File: src/rtl/split_timer_pkg.sv
package split_timer_pkg;

  localparam int ADDR_W = 8;
  localparam int ST_W   = 7;

  localparam logic [ADDR_W-1:0] OFS_CFG     = 8'h00;
  localparam logic [ADDR_W-1:0] OFS_MODE0   = 8'h04;
  localparam logic [ADDR_W-1:0] OFS_CTRL    = 8'h0C;
  localparam logic [ADDR_W-1:0] OFS_MASK    = 8'h18;
  localparam logic [ADDR_W-1:0] OFS_RAW     = 8'h1C;
  localparam logic [ADDR_W-1:0] OFS_MSKD    = 8'h20;
  localparam logic [ADDR_W-1:0] OFS_CLR     = 8'h24;
  localparam logic [ADDR_W-1:0] OFS_IVAL_A  = 8'h28;
  localparam logic [ADDR_W-1:0] OFS_IVAL_B  = 8'h2C;
  localparam logic [ADDR_W-1:0] OFS_MTCH_A  = 8'h30;
  localparam logic [ADDR_W-1:0] OFS_MTCH_B  = 8'h34;
  localparam logic [ADDR_W-1:0] OFS_PRE0    = 8'h38;
  localparam logic [ADDR_W-1:0] OFS_PMT0    = 8'h40;

  localparam logic [2:0] CFG_DOWN   = 3'd0;
  localparam logic [2:0] CFG_CLOCK  = 3'd1;
  localparam logic [2:0] CFG_SPLIT  = 3'd4;

  localparam logic [ST_W-1:0] MASK_KEEP = 7'h77;
  localparam int BIT_EXPIRE = 0;
  localparam int BIT_CLKHIT = 1;

  typedef struct packed {
    logic run_b;
    logic conv_en;
    logic run_a;
  } ctrl_t;

endpackage

File: src/rtl/split_timer_regs.sv
module split_timer_regs
  import split_timer_pkg::*;
#(
  parameter int HALF_W = 16,
  parameter int PRE_W  = 8,
  parameter int MODE_W = 4,
  localparam int DATA_W = 2 * HALF_W
) (
  input  logic              clk,
  input  logic              rst_n,
  input  logic              bus_wr,
  input  logic              bus_rd,
  input  logic [ADDR_W-1:0] bus_addr,
  input  logic [DATA_W-1:0] bus_wdata,
  input  logic [ST_W-1:0]   raw_st,
  input  logic [ST_W-1:0]   mskd_st,
  input  logic [ST_W-1:0]   mask_val,
  input  logic              oneshot_done,
  output logic [2:0]        cfg,
  output logic              oneshot,
  output ctrl_t             ctrl,
  output logic              ctrl_wr,
  output logic              restart,
  output logic [DATA_W-1:0] ival,
  output logic [DATA_W-1:0] mval,
  output logic              mask_wr,
  output logic [ST_W-1:0]   clr_bits,
  output logic [DATA_W-1:0] bus_rdata
);

  logic [2:0]        cfg_q, cfg_d;
  ctrl_t             ctrl_q, ctrl_d;
  logic [HALF_W-1:0] ilo_q, ilo_d, ihi_q, ihi_d;
  logic [HALF_W-1:0] mlo_q, mlo_d, mhi_q, mhi_d;
  logic [MODE_W-1:0] mode_q [2];
  logic [PRE_W-1:0]  pre_q  [2];
  logic [PRE_W-1:0]  pmt_q  [2];
  logic              joined;

  assign joined = (cfg_q < CFG_SPLIT);

  // Paired registers (mode, prescale, prescale match) share one template
  for (genvar g = 0; g < 2; g++) begin : g_pair
    localparam logic [ADDR_W-1:0] A_MODE = OFS_MODE0 + ADDR_W'(4 * g);
    localparam logic [ADDR_W-1:0] A_PRE  = OFS_PRE0  + ADDR_W'(4 * g);
    localparam logic [ADDR_W-1:0] A_PMT  = OFS_PMT0  + ADDR_W'(4 * g);
    logic mode_we, pre_we, pmt_we;
    assign mode_we = bus_wr && (bus_addr == A_MODE);
    assign pre_we  = bus_wr && (bus_addr == A_PRE);
    assign pmt_we  = bus_wr && (bus_addr == A_PMT);
    always_ff @(posedge clk or negedge rst_n) begin
      if (!rst_n) begin
        mode_q[g] <= '0;
        pre_q[g]  <= '0;
        pmt_q[g]  <= '0;
      end else begin
        if (mode_we) mode_q[g] <= bus_wdata[MODE_W-1:0];
        if (pre_we)  pre_q[g]  <= bus_wdata[PRE_W-1:0];
        if (pmt_we)  pmt_q[g]  <= bus_wdata[PRE_W-1:0];
      end
    end
  end

  assign ctrl_wr  = bus_wr && (bus_addr == OFS_CTRL);
  assign restart  = ctrl_wr && (bus_wdata[0] != ctrl_q.run_a);
  assign mask_wr  = bus_wr && (bus_addr == OFS_MASK);
  assign clr_bits = (bus_wr && (bus_addr == OFS_CLR)) ? bus_wdata[ST_W-1:0] : '0;

  always_comb begin
    cfg_d  = cfg_q;
    ctrl_d = ctrl_q;
    ilo_d  = ilo_q;
    ihi_d  = ihi_q;
    mlo_d  = mlo_q;
    mhi_d  = mhi_q;
    if (ctrl_wr) begin
      ctrl_d.run_a   = bus_wdata[0];
      ctrl_d.conv_en = bus_wdata[5];
      ctrl_d.run_b   = bus_wdata[8];
    end else if (oneshot_done) begin
      ctrl_d.run_a = 1'b0;
    end
    if (bus_wr) begin
      unique case (bus_addr)
        OFS_CFG: cfg_d = bus_wdata[2:0];
        OFS_IVAL_A: begin
          ilo_d = bus_wdata[HALF_W-1:0];
          if (joined) ihi_d = bus_wdata[DATA_W-1:HALF_W];
        end
        OFS_IVAL_B: ihi_d = bus_wdata[HALF_W-1:0];
        OFS_MTCH_A: begin
          mlo_d = bus_wdata[HALF_W-1:0];
          if (joined) mhi_d = bus_wdata[DATA_W-1:HALF_W];
        end
        OFS_MTCH_B: mhi_d = bus_wdata[HALF_W-1:0];
        default: ;
      endcase
    end
  end

  always_ff @(posedge clk or negedge rst_n) begin
    if (!rst_n) begin
      cfg_q  <= '0;
      ctrl_q <= '0;
      ilo_q  <= '0;
      ihi_q  <= '0;
      mlo_q  <= '0;
      mhi_q  <= '0;
    end else begin
      cfg_q  <= cfg_d;
      ctrl_q <= ctrl_d;
      ilo_q  <= ilo_d;
      ihi_q  <= ihi_d;
      mlo_q  <= mlo_d;
      mhi_q  <= mhi_d;
    end
  end

  assign cfg     = cfg_q;
  assign ctrl    = ctrl_q;
  assign oneshot = mode_q[0][0];
  assign ival    = {ihi_q, ilo_q};
  assign mval    = {mhi_q, mlo_q};

  always_comb begin
    bus_rdata = '0;
    if (bus_rd) begin
      unique case (bus_addr)
        OFS_CFG:            bus_rdata = DATA_W'(cfg_q);
        OFS_MODE0:          bus_rdata = DATA_W'(mode_q[0]);
        OFS_MODE0 + 8'h04:  bus_rdata = DATA_W'(mode_q[1]);
        OFS_CTRL:           bus_rdata = DATA_W'({ctrl_q.run_b, 2'b00, ctrl_q.conv_en,
                                                 4'b0000, ctrl_q.run_a});
        OFS_MASK:           bus_rdata = DATA_W'(mask_val);
        OFS_RAW:            bus_rdata = DATA_W'(raw_st);
        OFS_MSKD:           bus_rdata = DATA_W'(mskd_st);
        OFS_IVAL_A:         bus_rdata = joined ? {ihi_q, ilo_q} : DATA_W'(ilo_q);
        OFS_IVAL_B:         bus_rdata = DATA_W'(ihi_q);
        OFS_MTCH_A:         bus_rdata = joined ? {mhi_q, mlo_q} : DATA_W'(mlo_q);
        OFS_MTCH_B:         bus_rdata = DATA_W'(mhi_q);
        OFS_PRE0:           bus_rdata = DATA_W'(pre_q[0]);
        OFS_PRE0 + 8'h04:   bus_rdata = DATA_W'(pre_q[1]);
        OFS_PMT0:           bus_rdata = DATA_W'(pmt_q[0]);
        OFS_PMT0 + 8'h04:   bus_rdata = DATA_W'(pmt_q[1]);
        default:            bus_rdata = '0;
      endcase
    end
  end

endmodule

File: src/rtl/split_timer_count.sv
module split_timer_count
  import split_timer_pkg::*;
#(
  parameter int CNT_W = 32
) (
  input  logic             clk,
  input  logic             rst_n,
  input  logic [2:0]       cfg,
  input  logic             run,
  input  logic             oneshot,
  input  logic             conv_en,
  input  logic             restart,
  input  logic [CNT_W-1:0] ival,
  input  logic [CNT_W-1:0] mval,
  input  logic             cnt_strobe,
  input  logic             sec_strobe,
  output logic [CNT_W-1:0] cnt,
  output logic             expire,
  output logic             clk_hit,
  output logic             oneshot_done,
  output logic             conv_start
);

  logic [CNT_W-1:0] cnt_q, cnt_d, cnt_up;
  logic             conv_q, conv_d;
  logic             down_step, up_step;

  assign down_step = run && (cfg == CFG_DOWN)  && cnt_strobe && !restart;
  assign up_step   = run && (cfg == CFG_CLOCK) && sec_strobe && !restart;
  assign cnt_up    = cnt_q + CNT_W'(1);

  assign expire       = down_step && (cnt_q <= CNT_W'(1));
  assign clk_hit      = up_step && (cnt_up == mval);
  assign oneshot_done = expire && oneshot;

  always_comb begin
    cnt_d  = cnt_q;
    conv_d = expire && conv_en;
    if (restart) begin
      cnt_d = (cfg == CFG_CLOCK) ? '0 : ival;
    end else if (expire) begin
      cnt_d = ival;
    end else if (down_step) begin
      cnt_d = cnt_q - CNT_W'(1);
    end else if (up_step) begin
      cnt_d = cnt_up;
    end
  end

  always_ff @(posedge clk or negedge rst_n) begin
    if (!rst_n) begin
      cnt_q  <= '0;
      conv_q <= 1'b0;
    end else begin
      cnt_q  <= cnt_d;
      conv_q <= conv_d;
    end
  end

  assign cnt        = cnt_q;
  assign conv_start = conv_q;

endmodule

File: src/rtl/split_timer_status.sv
module split_timer_status
  import split_timer_pkg::*;
(
  input  logic            clk,
  input  logic            rst_n,
  input  logic            expire,
  input  logic            clk_hit,
  input  logic [ST_W-1:0] clr_bits,
  input  logic            mask_wr,
  input  logic [ST_W-1:0] mask_wdata,
  output logic [ST_W-1:0] raw_st,
  output logic [ST_W-1:0] mskd_st,
  output logic [ST_W-1:0] mask_val,
  output logic            irq
);

  logic [ST_W-1:0] raw_q, raw_d, mask_q, mask_d, set_v;

  always_comb begin
    set_v             = '0;
    set_v[BIT_EXPIRE] = expire;
    set_v[BIT_CLKHIT] = clk_hit;
    raw_d  = (raw_q & ~clr_bits) | set_v;
    mask_d = mask_wr ? (mask_wdata & MASK_KEEP) : mask_q;
  end

  always_ff @(posedge clk or negedge rst_n) begin
    if (!rst_n) begin
      raw_q  <= '0;
      mask_q <= '0;
    end else begin
      raw_q  <= raw_d;
      mask_q <= mask_d;
    end
  end

  assign raw_st   = raw_q;
  assign mask_val = mask_q;
  assign mskd_st  = raw_q & mask_q;
  assign irq      = |mskd_st;

endmodule

File: src/rtl/split_timer.sv
module split_timer
  import split_timer_pkg::*;
#(
  parameter int HALF_W = 16,
  parameter int PRE_W  = 8,
  parameter int MODE_W = 4,
  localparam int DATA_W = 2 * HALF_W
) (
  input  logic              clk,
  input  logic              rst_n,
  input  logic              bus_wr,
  input  logic              bus_rd,
  input  logic [7:0]        bus_addr,
  input  logic [DATA_W-1:0] bus_wdata,
  output logic [DATA_W-1:0] bus_rdata,
  input  logic              cnt_strobe,
  input  logic              sec_strobe,
  output logic              irq,
  output logic              conv_start
);

  logic [2:0]        cfg;
  logic              oneshot, ctrl_wr, restart, mask_wr;
  ctrl_t             ctrl;
  logic [DATA_W-1:0] ival, mval, cnt;
  logic [ST_W-1:0]   clr_bits, raw_st, mskd_st, mask_val;
  logic              expire, clk_hit, oneshot_done;

  split_timer_regs #(
    .HALF_W(HALF_W), .PRE_W(PRE_W), .MODE_W(MODE_W)
  ) u_regs (
    .clk(clk), .rst_n(rst_n),
    .bus_wr(bus_wr), .bus_rd(bus_rd), .bus_addr(bus_addr), .bus_wdata(bus_wdata),
    .raw_st(raw_st), .mskd_st(mskd_st), .mask_val(mask_val),
    .oneshot_done(oneshot_done),
    .cfg(cfg), .oneshot(oneshot), .ctrl(ctrl), .ctrl_wr(ctrl_wr), .restart(restart),
    .ival(ival), .mval(mval), .mask_wr(mask_wr), .clr_bits(clr_bits),
    .bus_rdata(bus_rdata)
  );

  split_timer_count #(.CNT_W(DATA_W)) u_count (
    .clk(clk), .rst_n(rst_n),
    .cfg(cfg), .run(ctrl.run_a), .oneshot(oneshot), .conv_en(ctrl.conv_en),
    .restart(restart), .ival(ival), .mval(mval),
    .cnt_strobe(cnt_strobe), .sec_strobe(sec_strobe),
    .cnt(cnt), .expire(expire), .clk_hit(clk_hit),
    .oneshot_done(oneshot_done), .conv_start(conv_start)
  );

  split_timer_status u_status (
    .clk(clk), .rst_n(rst_n),
    .expire(expire), .clk_hit(clk_hit), .clr_bits(clr_bits),
    .mask_wr(mask_wr), .mask_wdata(bus_wdata[ST_W-1:0]),
    .raw_st(raw_st), .mskd_st(mskd_st), .mask_val(mask_val), .irq(irq)
  );

endmodule

File: config.mk
export PLATFORM = sky130hd
export DESIGN_NAME = split_timer
export DESIGN_NICKNAME = d
export VERILOG_FILES = /design/src/rtl/split_timer_pkg.sv /design/src/rtl/split_timer_regs.sv /design/src/rtl/split_timer_count.sv /design/src/rtl/split_timer_status.sv /design/src/rtl/split_timer.sv
export SDC_FILE = /design/constraint.sdc
export NUM_CORES = 1
export LEC_CHECK = 0
export ABC_AREA = 0
export BUFFER_PORTS_ARGS = -buffer_cell sky130_fd_sc_hd__buf_2
export CAP_MARGIN = 20
export CORE_UTILIZATION = 25
export CTS_CLUSTER_SIZE = 40
export DETAILED_ROUTE_END_ITERATION = 16
export GPL_ROUTABILITY_DRIVEN = 0
export RECOVER_POWER = 100
export SYNTH_ARGS = -nofsm -noshare
export SYNTH_HDL_FRONTEND = slang
export SYNTH_SLANG_ARGS = --single-unit
File: constraint.sdc
create_clock -name clk -period 2.33 [get_ports clk]
set_input_delay 0.1165 -clock clk [delete_from_list [all_inputs] [get_ports clk]]
set_output_delay 0.1165 -clock clk [all_outputs]
set_load 0.05 [all_outputs]
Word-level counts from Yosys, hierarchy flattened

Cells that the tools add are included.

Logic and storage cells: 94
Output and inout port bits: 34
Register bits after elaboration: 156

Reduce and logical (&&, ||, !) cells: 33
Magnitude comparators: 2
Eq/ne operators: 20
Muxes and demuxes: 15
Bitwise operators: 4
Add/sub/neg operators: 2

Operators by type and width:

| operator                                                        | number |
|---|---|
| one-hot mux 32 bit (15 select lines)                            | 1 |
| two-way mux 32 bit                                              | 8 |
| == test 8 x 6 -> 1 bit, second input constant                   | 8 |
| one-hot mux 16 bit (2 select lines)                             | 2 |
| adder 32 x 1 -> 32 bit, second input constant                   | 1 |
| == test 32 bit                                                  | 1 |
| less-or-equal comparator 32 x 1 -> 1 bit, second input constant | 1 |
| subtractor 32 x 1 -> 32 bit, second input constant              | 1 |
| logical AND 1 bit                                               | 20 |
| == test 8 x 4 -> 1 bit, second input constant                   | 2 |
| == test 8 x 5 -> 1 bit, second input constant                   | 2 |
| == test 8 x 7 -> 1 bit, second input constant                   | 2 |
| two-way mux 16 bit                                              | 1 |
| bitwise AND 7 bit                                               | 2 |
| == test 8 x 3 -> 1 bit, second input constant                   | 1 |
| zero test 8 bit                                                 | 1 |
| two-way mux 7 bit                                               | 1 |
| NOT 7 bit                                                       | 1 |
| OR 7 x 2 -> 7 bit                                               | 1 |
| OR reduction 7 bit                                              | 1 |
| AND reduction 2 bit                                             | 3 |
| AND reduction 3 bit                                             | 2 |
| nonzero test 2 bit                                              | 3 |
| inequality test 2 x 1 -> 1 bit, second input constant           | 2 |
| other kinds (7)                                                 | 8 |

Logic depth before layout (Yosys ltp)

Gate-level depths: netlist (run 1).

Depth after elaboration: 9
Mapped depth: 11

Modules after synthesis

Synthesis (run 1) repeated with hierarchy kept, for this count alone.

Cell total of the unflattened synthesis: 1096
Area, all modules: 10281.1 um^2

By module, submodules not included:

| module             | cells each | sequential area each (um^2) | times used | area each (um^2) |
|---|---|---|---|---|
| split_timer_regs   | 541        | 2752.6                      | 1          | 5999.5 |
| split_timer_count  | 514        | 825.8                       | 1          | 3746.1 |
| split_timer_status | 41         | 325.3                       | 1          | 535.5 |

Worst setup path before layout (run 1)

Ideal clock, no wire load.

Kind: input-to-output
Start: input bus_addr[1]
End: output bus_rdata[21]
Cell stages on the path: 9
Data arrival time: 2.493 ns
Required time: 2.214 ns
Slack: -0.280 ns
Path buffers: 3
Cell sequence: or4b_1 clkbuf_1 nor2_2 or4_1 o31ai_4 or2_1 buf_2 buf_2 nor2_1

Word-level cells in the longest chain between the ends: 3
Elaborated cells between the ends (all ways): 17

Ends and longest elaborated chain:

| item                                           | RTL line                | RTL |
|---|---|---|
| from (decl)                                    | split_timer.sv:13       | `input logic [7:0] bus_addr,` |
| == test 8 x 7 -> 1 bit (tied with other cells) | split_timer_regs.sv:128 | `unique case (bus_addr)` |
| one-hot mux 32 bit (15 select lines) (*)       | split_timer_regs.sv:128 |  |
| two-way mux 32 bit (*)                         | split_timer_regs.sv:127 | `if (bus_rd) begin` |
| to (decl)                                      | split_timer.sv:15       | `output logic [DATA_W-1:0] bus_rdata,` |

Mark *: on every way between the ends. The rest lies on a longest branch, timed or not.

Worst setup path after layout (run 1)

Start: register u_count.cnt_q[6], in the netlist u_count.cnt[6]
End: register u_status.raw_q[1], in the netlist u_status.raw_st[1]

Word-level cells in the longest chain between the ends: 4

Ends and longest elaborated chain:

| item                   | RTL line                 | RTL |
|---|---|---|
| from (decl)            | split_timer_count.sv:24  | `logic [CNT_W-1:0] cnt_q, cnt_d, cnt_up;` |
| from (signal assigned) | split_timer_count.sv:55  | `cnt_q <= cnt_d;` |
| adder 32 x 1 -> 32 bit | split_timer_count.sv:30  | `assign cnt_up = cnt_q + CNT_W'(1);` |
| == test 32 bit         | split_timer_count.sv:33  | `assign clk_hit = up_step && (cnt_up == mval);` |
| logical AND 1 bit      | split_timer_count.sv:33  |  |
| OR 7 x 2 -> 7 bit      | split_timer_status.sv:23 | `raw_d = (raw_q & ~clr_bits) \| set_v;` |
| net u_status.raw_d[1]  | split_timer_status.sv:17 | `logic [ST_W-1:0] raw_q, raw_d, mask_q, mask_d, set_v;` |
| to (signal assigned)   | split_timer_status.sv:32 | `raw_q <= raw_d;` |
| to (decl)              | split_timer_status.sv:17 |  |

The timed path passes the listed nets, and every way through them passes these cells.
A chain may end at the register's enable or synchronous reset.

==> results of run 1 <==
-- flip-flops by register name, summed over array words and instances, names as in the netlist, 6 cells and up --
signal / count
u_status.mask_val: 6
u_regs.ilo_q: 16
u_status.raw_st: 7
u_regs.mhi_q: 16
u_regs.mlo_q: 16
u_regs.mode_q: 7
u_regs.ihi_q: 16
u_count.cnt: 32
u_regs.pre_q: 16
u_regs.pmt_q: 16
-- power groups by stage --
stage / logic, mW / clock network (mW) / registers [mW]
2_1_floorplan: 0.685 / 0 / 3.04
3_3_place_gp: 1.19 / 0 / 3.12
3_5_place_dp: 1.21 / 0 / 3.13
4_1_cts: 1.27 / 2.70 / 3.08
5_1_grt: 1.41 / 2.81 / 3.10
6_report: 1.31 / 2.68 / 3.09
-- kinds of logic after synthesis --
logic type / count (synthesis) / synth area share
and+or+nand+nor: 375 / 0.1974
AOI/OAI and AO/OA: 293 / 0.2065
xor gates and xnor gates: 39 / 0.03417
DFF: 156 / 0.3905
muxes: 113 / 0.1233
buffers and inverters: 98 / 0.04431
adders and majority gates: 3 / 0.003756
-- synth_stat cells (13+ instances only) --
| library cell | instances | area [um^2] |
|---|---|---|
| inv_1 | 20 | 75.07 |
| buf_2 | 19 | 95.09 |
| xor2_1 | 14 | 122.6 |
| nor3_1 | 32 | 160.2 |
| mux2_2 | 81 | 912.1 |
| nor4_1 | 20 | 125.1 |
| clkbuf_1 | 46 | 172.7 |
| mux2i_1 | 32 | 320.3 |
| a21oi_1 | 41 | 205.2 |
| nand3_1 | 38 | 190.2 |
| nor2_1 | 69 | 259.0 |
| a31oi_1 | 14 | 87.58 |
| a221oi_1 | 13 | 113.9 |
| xnor2_1 | 25 | 219.0 |
| nand4_1 | 13 | 81.33 |
| o21ai_0 | 67 | 335.3 |
| a22oi_1 | 52 | 390.4 |
| nand2_1 | 109 | 409.1 |
| dfrtp_1 | 156 | 3904 |
-- through the flow --
step | cell area, um^2 | setup TNS [ns] | std cells | hold WS, ns | setup slack [ns]
floorplan | 10090 | -2.644 | 1077 | -0.1791 | -0.1278
CTS | 13420 | -2.899 | 1842 | 0.0004379 | -0.1539
global route | 13660 | -14.26 | 1852 | 0.009564 | -0.2961
finish | 13660 | -4.819 | 1852 | 0.008166 | -0.2018
detailed placement | 12330 | -3.403 | 1776 | 0.1517 | -0.3549
global placement | 12330 | -2.558 | 1776 | 0.1502 | -0.3132
-- metal layers --
layer | vias to the layer above | routed length (um)
met4 | 0 | 1861
li1 | 4545 | -
met3 | 114 | 3127
met1 | 5158 | 16550
met5 | - | 0
met2 | 571 | 18810
-- tightest hold or removal path: cells and delay by family --
kind                   cells  cell delay, ns
muxes                      1            0.06
AOI/OAI and AO/OA          1            0.13
buffers and inverters      1            0.09
-- cell type report --
class / count / area [um^2]
Fill cell: 3955 / 25340
Multi-Input combinational cell: 825 / 6186
Sequential cell: 156 / 3904
Timing Repair Buffer: 301 / 2306
Tap cell: 518 / 648.1
Clock buffer: 20 / 446.7
Clock inverter: 12 / 98.84
Inverter: 20 / 75.07
-- worst paths after layout --
| path | startpoint | end |
|---|---|---|
| setup / recovery | u_count.cnt[6] | u_status.raw_st[1] |
| hold / removal | bus_wdata[25] | u_regs.mhi_q[9] |
| setup reg to reg | u_count.cnt[6] | u_status.raw_st[1] |
| hold reg to reg | u_regs.pmt_q[4] | u_regs.pmt_q[4] |
| max in group asynchronous | rst_n | u_count.cnt[6] |
| min in group asynchronous | rst_n | u_regs.mhi_q[5] |
-- timing repair --
action                                 CTS  global route
hold buffers                            17             0
pin swaps                               34            34
gates cloned                             3             2
endpoints found under the hold margin   81             0
setup endpoints to repair               39            62
buffers inserted                        14             9
gates resized for setup                 67            79
==> flow_metrics.py, run 1 <==
metrics = {
    "routing": {
        "routed_wl_mm": 40.35,
        "viasPerCell": 5.609,
        "drt-initial-drc-count": 1036,
        "drcViolationCount": 0,
        "drt_pass1_iterations": 5,
        "vias": 10390,
        "wire_per_inst_um": 21.79,
        "final_antenna_net_count": 0,
    },
    "layout": {
        "diodes": 0,
        "final_cell_mix": "buf_4, dfrtp_1, nand2_1",
        "nets": 1370,
        "final_common_cell": "buf_4",
        "utilization": 0.3503,
        "area_growth_pct": 36.70,
        "drive_above_1_share": 0.3778,
    },
    "global_route": {
        "use_met3": 0.03596,
        "grt_max_degree": 62,
        "grt_overflow": 0,
        "antenna_found_initial": 0,
        "grt_busiest_layer": "met2",
        "grt_pass1_wl_mm": 60.64,
        "track_usage": 0.1936,
        "grt_util_met2": 0.3146,
        "grt_pass1_vias": 10150,
        "grt_util_met1": 0.2487,
    },
    "floorplanning": {
        "fp-row-count": 72,
        "die_w_um": 202.0,
        "fp.coreArea_um2": 39010,
        "fp.dieH_um": 202.0,
        "dieArea_um2": 40790,
        "io_pins": 80,
        "start_util": 0.2563,
    },
    "worst_setup_path": {
        "critical-path-top-delay-family": "simple AND/OR/NAND/NOR gates",
        "slowest_stage": "or4_4",
        "cp_num_cells": 9,
        "worst-r2r-cell-count": 9,
        "worstSetupPathType": "reg2reg",
        "critPathRequiredTime_ns": 2.69,
        "critPathBufInv": 2,
        "cp_cell_sequence": "buf_4 > nand4_1 > buf_4 > or4_4 > or4_4 > nand3_1 > and4b_1 > o2111ai_1 > o21ai_1",
        "cp.arrival_ns": 2.89,
        "slowest_delay_ns": 0.53,
        "r2r_setup_slack_ns": -0.20,
        "crit_path_max_fanout": 4,
        "end_kind": "flop",
        "critPathLaunchType": "flop",
    },
    "yosys": {
        "seq_area_frac_synth": 0.3905,
        "syn_nets": 1126,
        "yosys_warnings": 0,
        "synth-edff-count": 0,
        "netlist_area_um2": 9996,
        "syn_avg_cell_area_um2": 9.281,
        "synth_cells": 1077,
        "async_flop_share": 1.000,
        "ys_types": 84,
        "synth_ff_type": "dfrtp_1",
        "yosys_register_bits": 156,
    },
    "power_and_ir_drop": {
        "leakage_nw": 5.877,
        "p_sw_frac": 0.3093,
        "power_mw": 7.082,
        "seqPwrFrac": 0.437,
        "comb_power_share": 0.185,
        "clkPwrFrac": 0.378,
        "ir_worst_vdd_uv": 606.9,
        "intPower_mw": 4.891,
        "powerDensity_nw_per_um2": 518.3,
        "p_sw_mw": 2.191,
    },
    "clocking": {
        "cts.sinks": 156,
        "cts-root-buf": "clkbuf_16",
        "numCtsBuffers": 17,
        "ctsHtreeMaxLevel": 4,
        "max-clock-path-buffers": 2,
        "clk_latency_ns": 0.43,
        "clk_pin_slew_ns": 0.07,
        "tritoncts": "built",
    },
    "timing": {
        "period_share": 1.087,
        "maxClockFrequency_mhz": 395.0,
        "worst_slack_ns": -0.2018,
        "hold_viol": 0,
        "max_slew_margin": -0.1147,
        "drv_slew": 62,
        "layout_min_cycle_time_ns": 2.532,
        "finalSetupViolCount": 41,
        "rsz0062_at_grt": "yes",
        "skew_ns": 0.009836,
        "worst_slew_pin_slew_ns": 1.672,
    },
    "status": {
        "status": "finished with violations",
        "violations": "capacitance limit, slew limit, setup timing",
    },
    "flow_run": {
        "drv_cap": 1,
    },
    "min_path": {
        "hold_path_class": "in2reg",
        "hold_depth": 3,
    },
    "placed_design": {
        "dp_hpwl_mm": 29.22,
        "io_buffers": 79,
    },
}
Power figures use the tool's default switching activity.
==> inputs of run 2 (changes only) <==
BUFFER_PORTS_ARGS = not set   (was -buffer_cell sky130_fd_sc_hd__buf_2)
DONT_BUFFER_PORTS = 1   (was not set)
SLEW_MARGIN = 25   (was not set)
==> run 2 against run 1 <==
The flow finishes with violations (hold timing, setup timing). Maximum frequency up 0.46%. Critical path depth down 2. Highest routed layer unchanged. Core utilization fell by 0.89 points. Largest cell class unchanged. Clock power is essentially flat. Die area unchanged. First-iteration DRC count rose by 18%. Global-route usage about the same.
==> flow_metrics.py, run 2 (same netlist as run 1, synthesis figures left out) <==
metrics = {
    "routing": {
        "drcViolationCount": 0,
        "vias": 10180,
        "viasPerCell": 5.672,
        "wire_per_inst_um": 22.27,
        "final_antenna_net_count": 0,
        "routed_wl_mm": 39.95,
        "drt_pass1_iterations": 6,
        "drt-initial-drc-count": 1224,
    },
    "floorplanning": {
        "start_util": 0.2563,
        "dieArea_um2": 40790,
        "fp.coreArea_um2": 39010,
        "die_w_um": 202.0,
        "io_pins": 80,
        "fp.dieH_um": 202.0,
        "fp-row-count": 72,
    },
    "global_route": {
        "grt_busiest_layer": "met2",
        "antenna_found_initial": 2,
        "grt_pass1_vias": 9828,
        "grt_util_met2": 0.3003,
        "grt_overflow": 0,
        "grt_util_met1": 0.2520,
        "use_met3": 0.04515,
        "grt_max_degree": 157,
        "track_usage": 0.1937,
        "grt_pass1_wl_mm": 60.28,
    },
    "worst_setup_path": {
        "critical-path-top-delay-family": "simple AND/OR/NAND/NOR gates",
        "cp_cell_sequence": "or4_4 > nor4b_4 > nand3_2 > or3_4 > nand3_4 > nor2_1 > a221o_1",
        "critPathRequiredTime_ns": 2.66,
        "critPathLaunchType": "flop",
        "worstSetupPathType": "reg2reg",
        "crit_path_max_fanout": 4,
        "slowest_delay_ns": 0.58,
        "critPathBufInv": 0,
        "slowest_stage": "or4_4",
        "end_kind": "flop",
        "cp.arrival_ns": 2.85,
    },
    "layout": {
        "utilization": 0.3414,
        "largest_reg_flops": 32,
        "area_growth_pct": 33.22,
        "fin_cells": 1794,
        "nets": 1311,
        "seq_area_um2": 3906,
        "stdcell_area_um2": 13320,
        "final_cell_mix": "dfrtp_1, buf_4, nand2_1",
        "multi_input_area_um2": 6096,
        "drive_above_1_share": 0.3216,
        "fillers": 3930,
        "final_common_cell": "dfrtp_1",
    },
    "timing": {
        "worst_slew_pin_slew_ns": 1.423,
        "hold_ws_ns": -0.6416,
        "worst_slack_ns": -0.1901,
        "skew_ns": 0.01275,
        "rsz0062_at_grt": "yes",
        "finalSetupViolCount": 40,
        "maxClockFrequency_mhz": 396.8,
        "max_slew_margin": 0.05162,
        "fin_setup_tns_ns": -4.814,
        "period_share": 1.082,
        "hold_viol": 156,
        "layout_min_cycle_time_ns": 2.520,
        "drv_slew": 0,
    },
    "clocking": {
        "ctsHtreeMaxLevel": 4,
        "cts-root-buf": "clkbuf_16",
        "tritoncts": "built",
        "clk_pin_slew_ns": 0.07,
        "cts_hold_buf": 33,
        "max-clock-path-buffers": 2,
        "numCtsBuffers": 17,
        "cts.sinks": 156,
        "clk_latency_ns": 0.45,
    },
    "placed_design": {
        "place_area_um2": 11930,
        "dp_hpwl_mm": 28.35,
        "io_buffers": 0,
        "preCtsSetupSlack_ns": -0.1691,
        "dp.cells": 1703,
    },
    "flow_run": {
        "drv_cap": 0,
    },
    "power_and_ir_drop": {
        "power_mw": 7.055,
        "p_sw_frac": 0.3022,
        "seqPwrFrac": 0.437,
        "clkPwrFrac": 0.385,
        "leakage_nw": 5.543,
        "intPower_mw": 4.923,
        "p_sw_mw": 2.132,
        "ir_worst_vdd_uv": 514.7,
        "powerDensity_nw_per_um2": 529.8,
        "comb_power_share": 0.179,
    },
    "status": {
        "status": "finished with violations",
        "violations": "hold timing, setup timing",
    },
    "min_path": {
        "hold_path_class": "in2async",
    },
}
run 2: area by class of cell:
cell class                 instances  share of cell area
multi-input combinational        824              0.4578
clock buffer                      20             0.03429
timing repair buffer             243              0.1526
inverter                          20            0.005638
tap                              518             0.04867
clock inverter                    12            0.007517
antenna                            1           0.0001879
sequential                       156              0.2933
run 2: metal layers:
| layer | vias to the layer above | part of all wire |
|---|---|---|
| met5 | - | 0 |
| met1 | 5070 | 0.40 |
| li1 | 4431 | - |
| met4 | 0 | 0.046 |
| met3 | 110 | 0.094 |
| met2 | 565 | 0.46 |
run 2: final timing paths:
path                                  from                   end  slack, ns  cells past startpoint
setup reg to reg            u_count.cnt[6]       u_count.cnt[23]      -0.19                      7
hold / removal                       rst_n       u_count.cnt[23]      -0.64                      0
min in group clk                    bus_wr  u_status.mask_val[0]       0.04                      2
setup / recovery            u_count.cnt[6]       u_count.cnt[23]      -0.19                      7
hold reg to reg            u_regs.pmt_q[3]       u_regs.pmt_q[3]       0.50                      1
max in group asynchronous            rst_n       u_regs.pmt_q[8]       2.79                      0
run 2: repair_timing:
item                                    in CTS  in global routing
hold endpoints to repair                   279                156
setup buffers                               12                 11
cloned                                       1                  1
resized for setup                           71                 37
endpoints found under the setup margin      34                 34
pin swaps                                   31                 22
run 2: power by group through the flow:
stage          combinational, mW  clock [mW]  sequential, mW
2_1_floorplan              0.685           0            3.04
3_3_place_gp               0.989           0            3.12
3_5_place_dp                1.00           0            3.12
4_1_cts                     1.17        2.73            3.08
5_1_grt                     1.35        2.85            3.10
6_report                    1.26        2.71            3.08
